--- src/rtl/sec_i2c_pkg.sv ---
package sec_i2c_pkg;
  typedef enum logic [2:0] {
    ST_IDLE, ST_RX, ST_ACK, ST_TX, ST_TXACK, ST_IGNORE
  } bus_state_e;

  typedef enum logic [2:0] {
    PH_DEV, PH_REG, PH_INV, PH_DATA, PH_DONE
  } phase_e;
endpackage

--- src/rtl/sec_i2c_sync.sv ---
module sec_i2c_sync #(
  parameter int STAGES = 2
) (
  input  logic clk,
  input  logic rst_n,
  input  logic scl_i,
  input  logic sda_i,
  output logic scl_s,
  output logic sda_s,
  output logic scl_rise,
  output logic scl_fall,
  output logic start_det,
  output logic stop_det
);
  localparam int LINES = 2;
  logic [LINES-1:0]  raw;
  logic [STAGES-1:0] chain [LINES];
  logic [LINES-1:0]  synced;
  logic [LINES-1:0]  prev;

  assign raw = {scl_i, sda_i};

  // One synchronizer chain per bus line; the idle bus level is high.
  for (genvar g = 0; g < LINES; g++) begin : g_line
    always_ff @(posedge clk or negedge rst_n) begin
      if (!rst_n) chain[g] <= '1;
      else        chain[g] <= {chain[g][STAGES-2:0], raw[g]};
    end
    assign synced[g] = chain[g][STAGES-1];
  end

  always_ff @(posedge clk or negedge rst_n) begin
    if (!rst_n) prev <= '1;
    else        prev <= synced;
  end

  assign scl_s     = synced[1];
  assign sda_s     = synced[0];
  assign scl_rise  = scl_s & ~prev[1];
  assign scl_fall  = ~scl_s & prev[1];
  assign start_det = scl_s & prev[1] & prev[0] & ~sda_s;
  assign stop_det  = scl_s & prev[1] & ~prev[0] & sda_s;
endmodule

--- src/rtl/sec_i2c_engine.sv ---
module sec_i2c_engine
  import sec_i2c_pkg::*;
(
  input  logic       clk,
  input  logic       rst_n,
  input  logic [6:0] dev_addr,
  input  logic       sda_s,
  input  logic       scl_rise,
  input  logic       scl_fall,
  input  logic       start_det,
  input  logic       stop_det,
  input  logic [7:0] rd_data,
  output logic [7:0] reg_addr,
  output logic       wr_en,
  output logic [7:0] wr_data,
  output logic       sda_oe,
  output bus_state_e state
);
  phase_e     phase;
  logic [3:0] bitcnt;
  logic [7:0] shreg;
  logic [7:0] tx_q;
  logic       verified;
  logic       ack_to_tx;

  always_ff @(posedge clk or negedge rst_n) begin
    if (!rst_n) begin
      state     <= ST_IDLE;
      phase     <= PH_DEV;
      bitcnt    <= '0;
      shreg     <= '0;
      tx_q      <= '0;
      reg_addr  <= '0;
      verified  <= 1'b0;
      ack_to_tx <= 1'b0;
      sda_oe    <= 1'b0;
      wr_en     <= 1'b0;
      wr_data   <= '0;
    end else begin
      wr_en <= 1'b0;
      if (stop_det) begin
        state    <= ST_IDLE;
        sda_oe   <= 1'b0;
        verified <= 1'b0;
      end else if (start_det) begin
        state  <= ST_RX;
        phase  <= PH_DEV;
        bitcnt <= '0;
        sda_oe <= 1'b0;
      end else begin
        unique case (state)
          ST_RX: begin
            if (scl_rise) begin
              shreg  <= {shreg[6:0], sda_s};
              bitcnt <= bitcnt + 4'd1;
            end else if (scl_fall && bitcnt == 4'd8) begin
              bitcnt    <= '0;
              ack_to_tx <= 1'b0;
              unique case (phase)
                PH_DEV: begin
                  if (shreg[7:1] != dev_addr) begin
                    state <= ST_IDLE;
                  end else if (!shreg[0]) begin
                    state  <= ST_ACK;
                    sda_oe <= 1'b1;
                    phase  <= PH_REG;
                  end else if (verified) begin
                    state     <= ST_ACK;
                    sda_oe    <= 1'b1;
                    ack_to_tx <= 1'b1;
                    tx_q      <= rd_data;
                  end else begin
                    state <= ST_IDLE;
                  end
                end
                PH_REG: begin
                  reg_addr <= shreg;
                  verified <= 1'b0;
                  state    <= ST_ACK;
                  sda_oe   <= 1'b1;
                  phase    <= PH_INV;
                end
                PH_INV: begin
                  if (shreg == ~reg_addr) begin
                    verified <= 1'b1;
                    state    <= ST_ACK;
                    sda_oe   <= 1'b1;
                    phase    <= PH_DATA;
                  end else begin
                    verified <= 1'b0;
                    state    <= ST_IGNORE;
                  end
                end
                PH_DATA: begin
                  wr_en   <= 1'b1;
                  wr_data <= shreg;
                  state   <= ST_ACK;
                  sda_oe  <= 1'b1;
                  phase   <= PH_DONE;
                end
                default: state <= ST_IGNORE;
              endcase
            end
          end
          ST_ACK: begin
            if (scl_fall) begin
              if (ack_to_tx) begin
                state  <= ST_TX;
                sda_oe <= ~tx_q[7];
                tx_q   <= {tx_q[6:0], 1'b0};
              end else begin
                state  <= ST_RX;
                sda_oe <= 1'b0;
              end
            end
          end
          ST_TX: begin
            if (scl_rise) begin
              bitcnt <= bitcnt + 4'd1;
            end else if (scl_fall) begin
              if (bitcnt == 4'd8) begin
                sda_oe <= 1'b0;
                bitcnt <= '0;
                state  <= ST_TXACK;
              end else begin
                sda_oe <= ~tx_q[7];
                tx_q   <= {tx_q[6:0], 1'b0};
              end
            end
          end
          ST_TXACK: begin
            if (scl_rise) state <= ST_IGNORE;
          end
          default: ;
        endcase
      end
    end
  end
endmodule

--- src/rtl/sec_i2c_regfile.sv ---
module sec_i2c_regfile #(
  parameter int         NUM_RW  = 4,
  parameter int         NUM_RO  = 2,
  parameter logic [7:0] RST_VAL = 8'h00
) (
  input  logic                clk,
  input  logic                rst_n,
  input  logic                wr_en,
  input  logic [7:0]          addr,
  input  logic [7:0]          wr_data,
  input  logic [NUM_RO*8-1:0] status_i,
  output logic [7:0]          rd_data,
  output logic [NUM_RW*8-1:0] cfg_o
);
  logic [7:0] cfg_q [NUM_RW];

  always_ff @(posedge clk or negedge rst_n) begin
    if (!rst_n) begin
      for (int i = 0; i < NUM_RW; i++) cfg_q[i] <= RST_VAL;
    end else if (wr_en) begin
      for (int i = 0; i < NUM_RW; i++)
        if (addr == 8'(i)) cfg_q[i] <= wr_data;
    end
  end

  for (genvar g = 0; g < NUM_RW; g++) begin : g_out
    assign cfg_o[8*g +: 8] = cfg_q[g];
  end

  always_comb begin
    rd_data = 8'h00;
    for (int i = 0; i < NUM_RW; i++)
      if (addr == 8'(i)) rd_data = cfg_q[i];
    for (int j = 0; j < NUM_RO; j++)
      if (addr == 8'(NUM_RW + j)) rd_data = status_i[8*j +: 8];
  end
endmodule

--- src/rtl/sec_i2c_regs.sv ---
module sec_i2c_regs
  import sec_i2c_pkg::*;
#(
  parameter logic [6:0] DEV_BASE     = 7'h6A,
  parameter int         ADDR_SEL_BIT = 0,
  parameter int         NUM_RW       = 4,
  parameter int         NUM_RO       = 2,
  parameter logic [7:0] RST_VAL      = 8'h00,
  parameter int         SYNC_STAGES  = 2
) (
  input  logic                clk,
  input  logic                rst_n,
  input  logic                addr_sel,
  input  logic                scl_i,
  input  logic                sda_i,
  output logic                sda_oe,
  input  logic [NUM_RO*8-1:0] status_i,
  output logic [NUM_RW*8-1:0] cfg_o
);
  logic       scl_s, sda_s, scl_rise, scl_fall, start_det, stop_det;
  logic [6:0] dev_addr;
  logic [7:0] reg_addr, wr_data, rd_data;
  logic       wr_en;
  bus_state_e bus_state;

  always_comb begin
    dev_addr               = DEV_BASE;
    dev_addr[ADDR_SEL_BIT] = addr_sel;
  end

  sec_i2c_sync #(.STAGES(SYNC_STAGES)) u_sync (
    .clk(clk), .rst_n(rst_n), .scl_i(scl_i), .sda_i(sda_i),
    .scl_s(scl_s), .sda_s(sda_s), .scl_rise(scl_rise), .scl_fall(scl_fall),
    .start_det(start_det), .stop_det(stop_det)
  );

  sec_i2c_engine u_engine (
    .clk(clk), .rst_n(rst_n), .dev_addr(dev_addr), .sda_s(sda_s),
    .scl_rise(scl_rise), .scl_fall(scl_fall), .start_det(start_det),
    .stop_det(stop_det), .rd_data(rd_data), .reg_addr(reg_addr),
    .wr_en(wr_en), .wr_data(wr_data), .sda_oe(sda_oe), .state(bus_state)
  );

  sec_i2c_regfile #(.NUM_RW(NUM_RW), .NUM_RO(NUM_RO), .RST_VAL(RST_VAL)) u_regs (
    .clk(clk), .rst_n(rst_n), .wr_en(wr_en), .addr(reg_addr),
    .wr_data(wr_data), .status_i(status_i), .rd_data(rd_data), .cfg_o(cfg_o)
  );
endmodule

--- config.mk ---
export PLATFORM = sky130hd
export DESIGN_NAME = sec_i2c_regs
export DESIGN_NICKNAME = d
export VERILOG_FILES = /design/src/rtl/sec_i2c_pkg.sv /design/src/rtl/sec_i2c_sync.sv /design/src/rtl/sec_i2c_engine.sv /design/src/rtl/sec_i2c_regfile.sv /design/src/rtl/sec_i2c_regs.sv
export SDC_FILE = /design/constraint.sdc
export NUM_CORES = 1
export LEC_CHECK = 0
export BUFFER_PORTS_ARGS = -buffer_cell sky130_fd_sc_hd__buf_4
export CORE_MARGIN = 5
export CORE_UTILIZATION = 58
export DETAILED_ROUTE_END_ITERATION = 7
export PLACE_DENSITY = 0.8
export SKIP_LAST_GASP = 1
export SYNTH_ARGS = -nofsm -noshare
export SYNTH_HDL_FRONTEND = slang
export SYNTH_HIERARCHICAL = 1
export SYNTH_SLANG_ARGS = --single-unit
--- constraint.sdc ---
create_clock -name clk -period 3.2 [get_ports clk]
set_input_delay 0.8 -clock clk [delete_from_list [all_inputs] [get_ports clk]]
set_output_delay 0.8 -clock clk [all_outputs]
set_load 0.01 [all_outputs]
**Yosys cells after proc, flatten, opt, wreduce, memory -nomap -nowiden**

Index checks and enable logic that the tools add are counted.

- Bits in registers: 84
- Latch bits: 0
- RAM bits: 0
- ROM bits: 0
- Input port bits: 21
- Logic and storage cells: 190
- Memories: 0

- Add/sub/neg operators: 1
- Multiply operators: 0
- Divide/modulo/power cells: 0
- Magnitude comparators: 0
- Equal/unequal tests: 46
- Shift operators: 0
- Muxes and demuxes: 81
- Bitwise logic cells: 16
- Reduce and logical (&&, ||, !) cells: 28

Operators with widths:

| cell | count |
|---|---|
| 8-bit two-way mux | 17 |
| 3-bit two-way mux | 19 |
| 1-bit two-way mux | 29 |
| 4-bit by 3-bit inequality test with 1-bit output (second input constant) | 7 |
| 4-bit two-way mux | 6 |
| 3-bit one-hot mux with 4 select lines | 2 |
| 8-bit one-hot mux with 3 select lines | 1 |
| 2-bit by 1-bit inequality test with 1-bit output (second input constant) | 9 |
| 8-bit by 2-bit == test with 1-bit output (second input constant) | 2 |
| 8-bit by 3-bit == test with 1-bit output (second input constant) | 2 |
| 8-bit AND reduction | 2 |
| 5-bit AND reduction | 3 |
| 14-bit AND reduction | 1 |
| 3-bit by 2-bit == test with 1-bit output (second input constant) | 4 |
| 4-bit inequality test (second input constant) | 3 |
| 6-bit AND reduction | 2 |
| 2-bit inequality test (second input constant) | 5 |
| 10-bit AND reduction | 1 |
| 5-bit nonzero test | 2 |
| 3-bit one-hot mux with 3 select lines | 1 |
| 3-bit nonzero test | 3 |
| 8-bit by 1-bit == test with 1-bit output (second input constant) | 1 |
| 8-bit == test | 1 |
| 8-bit logical NOT | 1 |
| other kinds (25) | 48 |

**Logic depth before layout (Yosys ltp)**

- Depth after elaboration: 14
- Gate-level depth with buffers: 7
- Gate-level depth less buffers: 7

**Modules after synthesis**

The synthesis kept the hierarchy.

Modules (own cells, without submodules):

| module | times used | cells an instance | area each (um2) |
|---|---|---|---|
| sec_i2c_engine | 1 | 225 | 2491.1 |
| sec_i2c_regfile | 1 | 123 | 1744.2 |
| sec_i2c_sync | 1 | 10 | 190.2 |
| sec_i2c_regs | 1 | 2 | 7.5 |

**Least setup slack after synthesis**

No wires, ideal clock.

- Path kind: register to register
- From: reg u_sync.chain, in the netlist u_sync/sda_s
- To: reg u_engine.reg_addr[0]
- Setup time: 0.125 ns
- Arrival: 2.377 ns
- Required time: 3.075 ns
- Path slack: 0.698 ns
- Stages on the path, launching flop included: 7
- Buffers on the path: 1
- Clock period less this slack: 2.502 ns
- Cells stage by stage: dfstp_2 -> and4b_1 -> buf_2 -> or2_2 -> or4_4 -> nor3_4 -> mux2_2

- Word-level cells in the longest chain between the ends: 4
- Elaborated cells between the ends (all ways): 6
- Those cells by class: 5 x bitwise; 1 x reduce/logical

RTL lines:

| element | line | text |
|---|---|---|
| from (decl) | sec_i2c_sync.sv:17 | `logic [STAGES-1:0] chain [LINES];` |
| from (signal, indexed assignment) | sec_i2c_sync.sv:27 | `else chain[g] <= {chain[g][STAGES-2:0], raw[g]};` |
| 1-bit NOT | sec_i2c_sync.sv:41 | `assign start_det = scl_s & prev[1] & prev[0] & ~sda_s;` |
| 1-bit AND | sec_i2c_sync.sv:41 |  |
| net start_det | sec_i2c_regs.sv:20 | `logic scl_s, sda_s, scl_rise, scl_fall, start_det, stop_det;` |
| 1-bit NOT (no line) | - |  |
| 6-bit AND reduction (no line) | - |  |
| to (signal assigned) | sec_i2c_engine.sv:77 | `reg_addr <= shreg;` |
| to (decl) | sec_i2c_engine.sv:13 | `output logic [7:0] reg_addr,` |

The timed path passes the listed nets, and every way through them passes these cells.
A chain may end at the register's enable or synchronous reset.

**Final worst setup path**

- From: reg u_sync.chain, in the netlist u_sync/sda_s
- To: reg u_engine.reg_addr[1]

The elaborated chain is that of the path after synthesis.

==> impl_metrics.csv <==
group,metric,value,unit
pwr,pwr-share-seq,47.8,%
critical_path,rr_worst_depth,5,
sta,setup_tns,0,ns
floorplan,coreArea,7330,um^2
pwr,intPower,1.83,mW
layout,num_antenna_cells,0,
critical_path,end_kind,"flip-flop",
place,place.gp.congestion,0.971,
clocking,cts_tree,"yes",
critical_path,crit_cells,5,
critical_path,path_buf_inv,0,
place,numPlacedInstances,501,
routing,drtAntennaViolNets,0,
synth,async_flop_share,100,%
sta,finalCriticalPeriod,2.67,ns
layout,fin_cells,517,
synth,ys_warn_count,6,
synth,post-synth-top-count-cell,"dfrtp_1",
routing,wl,9660,um
global_routing,grt-ovfl-total,0,
synth,synth_ff_type,"dfrtp_1",
hold_path,holdPathStages,0,
floorplan,initial_core_util,60.5,%
critical_path,crit_arrival,2.92,ns
clocking,cts_inserted_buffers,9,
routing,route.detailed.drc,0,
critical_path,path_cells,"and4b_1 > or2_2 > or4_4 > nor3_4 > mux2_2",
synth,netlist_area,4430,um^2
clocking,htree_levels,3,
layout,layout.nets,436,
run_status,status,"finished, final reports clean",
routing,first_pass_iters,4,
floorplan,num_rows,31,
floorplan,dieArea,9490,um^2
clocking,root_buffer,"clkbuf_8",
global_routing,grt_pass1_wl,16100,um
synth,synth_cell_types,61,
sta,slew_headroom,31.4,%
synth,synth.avg_cell_area,12.3,um^2
clocking,cts_hold_buf,0,
routing,vias,3114,
synth,synth_enable_flop_cells,0,
clocking,clk_latency,0.36,ns
routing,detail_route.iter0.violations,218,
pwr,power_frac_clock,32.8,%
global_routing,grt_max_degree,85,
clocking,clkTransAtPathRegs,0.09,ns
pwr,leakagePower,2.37,nW
place,post-dp-hpwl,6800,um
sta,rsz0062_at_grt,"false",
sta,fin_skew,0.0108,ns
synth,ys_ff_latch,84,
synth,synth.top_cells.by_count,"dfrtp_1, mux2_2, nor2_1",
synth,synth_top_area_share,44.0,%
sta,finalHoldViolCount,0,
floorplan,fp.dieW,97.4,um
sta,drv_slew,0,
clocking,clk_path_buf_depth,2,
hold_path,holdPathEnd,"u_sync/scl_s",
critical_path,reg2reg_from,"u_sync/sda_s",
routing,wl_per_cell,18.7,um
global_routing,grt_usage,21.0,%
clocking,cts_num_sinks,84,
global_routing,antenna_found_initial,0,
floorplan,ios,54,
pwr,power_switching,0.826,mW
layout,drive_above_1_share,41.1,%
critical_path,crit_slowest_cell,"or4_4",
critical_path,cpPeakStageDelay,0.57,ns
critical_path,start_kind,"flip-flop",
hold_path,hold_start,"u_sync/chain[0]",
global_routing,grt_pass1_vias,3168,
run,drv_cap,0,
critical_path,r2r_slack,0.53,ns
critical_path,path_delay_family,"simple AND/OR/NAND/NOR gates",
place,port_buffers,53,
routing,via_per_inst,6.02,
sta,clock.fmax,374,MHz
pwr,powerDensity,517,nW/um^2
sta,whs,0.361,ns
synth,ys_seq_area_share,47.6,%
critical_path,r2r-end,"u_engine/reg_addr[1]",
clocking,cts_setup_buffers,0,
synth,yosys.area.top_type,"dfrtp_1",
pwr,switching_share,31.1,%
critical_path,critPathRequiredTime,3.45,ns
sta,tightestPinTransition,1.03,ns
layout,area_growth,15.9,%
synth,synth_area_leaders,"dfrtp_1, mux2_2, mux4_2, dfstp_2, xnor2_1",
sta,setup_viol,0,
pwr,combPwrFrac,19.5,%
pwr,peakVddDrop,370,uV
sta,finalCritPeriodShare,83.5,%
hold_path,hold_class,"flip-flop to flip-flop",
critical_path,criticalPathCategory,"flip-flop to flip-flop",
critical_path,critPathMaxFanout,10,
floorplan,die_height,97.4,um
synth,syn_inst,360,
clocking,post_cts_resized,0,
## registers in the layout, indices dropped and copies added (netlist names)
register and count:
u_engine/ack_to_tx 1, u_engine/bitcnt 4, u_engine/phase 3, u_engine/reg_addr 8, u_engine/sda_oe 1, u_engine/shreg 8
u_engine/state 3, u_engine/tx_q 8, u_engine/verified 1, u_engine/wr_data 8, u_engine/wr_en 1, u_regs/cfg_o 32
u_sync/chain 2, u_sync/prev 2, u_sync/scl_s 1, u_sync/sda_s 1
## cells by family after synthesis
family / Yosys count / synth area share, %
flip-flops: 84 / 47.6
adder cells (fa/ha/maj): 2 / 0.564
AO/OA/AOI/OAI: 47 / 7.99
other: 2 / 0.169
XOR/XNOR: 16 / 3.16
multiplexers: 82 / 22.8
buffers and inverters: 28 / 2.82
AND/OR/NAND/NOR: 99 / 14.9
## worst max path at each step
stage,startpoint,to,slack (ns)
6_report,u_sync/sda_s,u_engine/reg_addr[1],0.53
5_1_grt,u_sync/sda_s,u_engine/reg_addr[2],0.43
4_1_cts,u_sync/sda_s,u_engine/reg_addr[5],0.54
3_5_place_dp,u_sync/sda_s,u_engine/reg_addr[4],0.57
3_3_place_gp,u_engine/reg_addr[5],u_engine/tx_q[1],0.61
2_1_floorplan,u_sync/sda_s,u_engine/reg_addr[0],0.70
## cell usage in the layout, fill, tap and decap left out, types with 5 or more instances in the layout
master and count:
nor4b_1 6, mux4_2 8, o22a_1 6, a31oi_1 5
conb_1 6, mux2_2 71, dfrtp_1 78, buf_4 57
nand3_1 6, nor2_1 20, clkbuf_8 9, xnor2_1 10
dfstp_2 6, a21oi_1 10, inv_1 9, nand2_1 12
xor2_1 6, nor4_1 11, nor2b_1 6
## metrics by stage
step	worst slack (ns)	utilization, %	total power, mW	instance area [um^2]
4_1_cts	0.544	70.1	2.67	5140
2_1_floorplan	0.698	-	1.65	4450
3_5_place_dp	0.567	67.0	1.80	4910
5_1_grt	0.428	70.1	2.78	5140
3_3_place_gp	0.606	67.0	1.79	4910
6_report	0.527	70.1	2.65	5140
## power by group through the flow
stage	logic (mW)	registers [mW]	clock network, mW
after floorplan	0.435	1.21	0
after global placement	0.506	1.29	0
after detailed placement	0.510	1.29	0
after CTS	0.513	1.27	0.886
after global routing	0.571	1.28	0.927
final	0.516	1.27	0.871
## metal layers
| metal | vias to the layer above | share of wire [%] | GRT usage (%) |
|---|---|---|---|
| met3 | 13 | 5.4 | 4.16 |
| li1 | 1447 | - | - |
| met2 | 110 | 48 | 33.4 |
| met4 | 0 | 1.6 | 6.39 |
| met1 | 1544 | 45 | 29.1 |
| met5 | - | 0 | 0 |
## worst register-to-register path, cell delays in order, from the launching register on
cell	delay, ns
dfstp_2	0.56
and4b_1	0.29
or2_2	0.38
or4_4	0.57
nor3_4	0.36
mux2_2	0.39
## cell type report
class,instances,area [um^2]
flip-flops and latches,84,2110
clock buffers,9,124
inverters,9,33.8
clock inverters,7,105
multi-input cells,252,2210
fillers,493,2190
well taps,99,124
repair buffers,57,428
No activity file was read; power rests on OpenSTA's default activity.
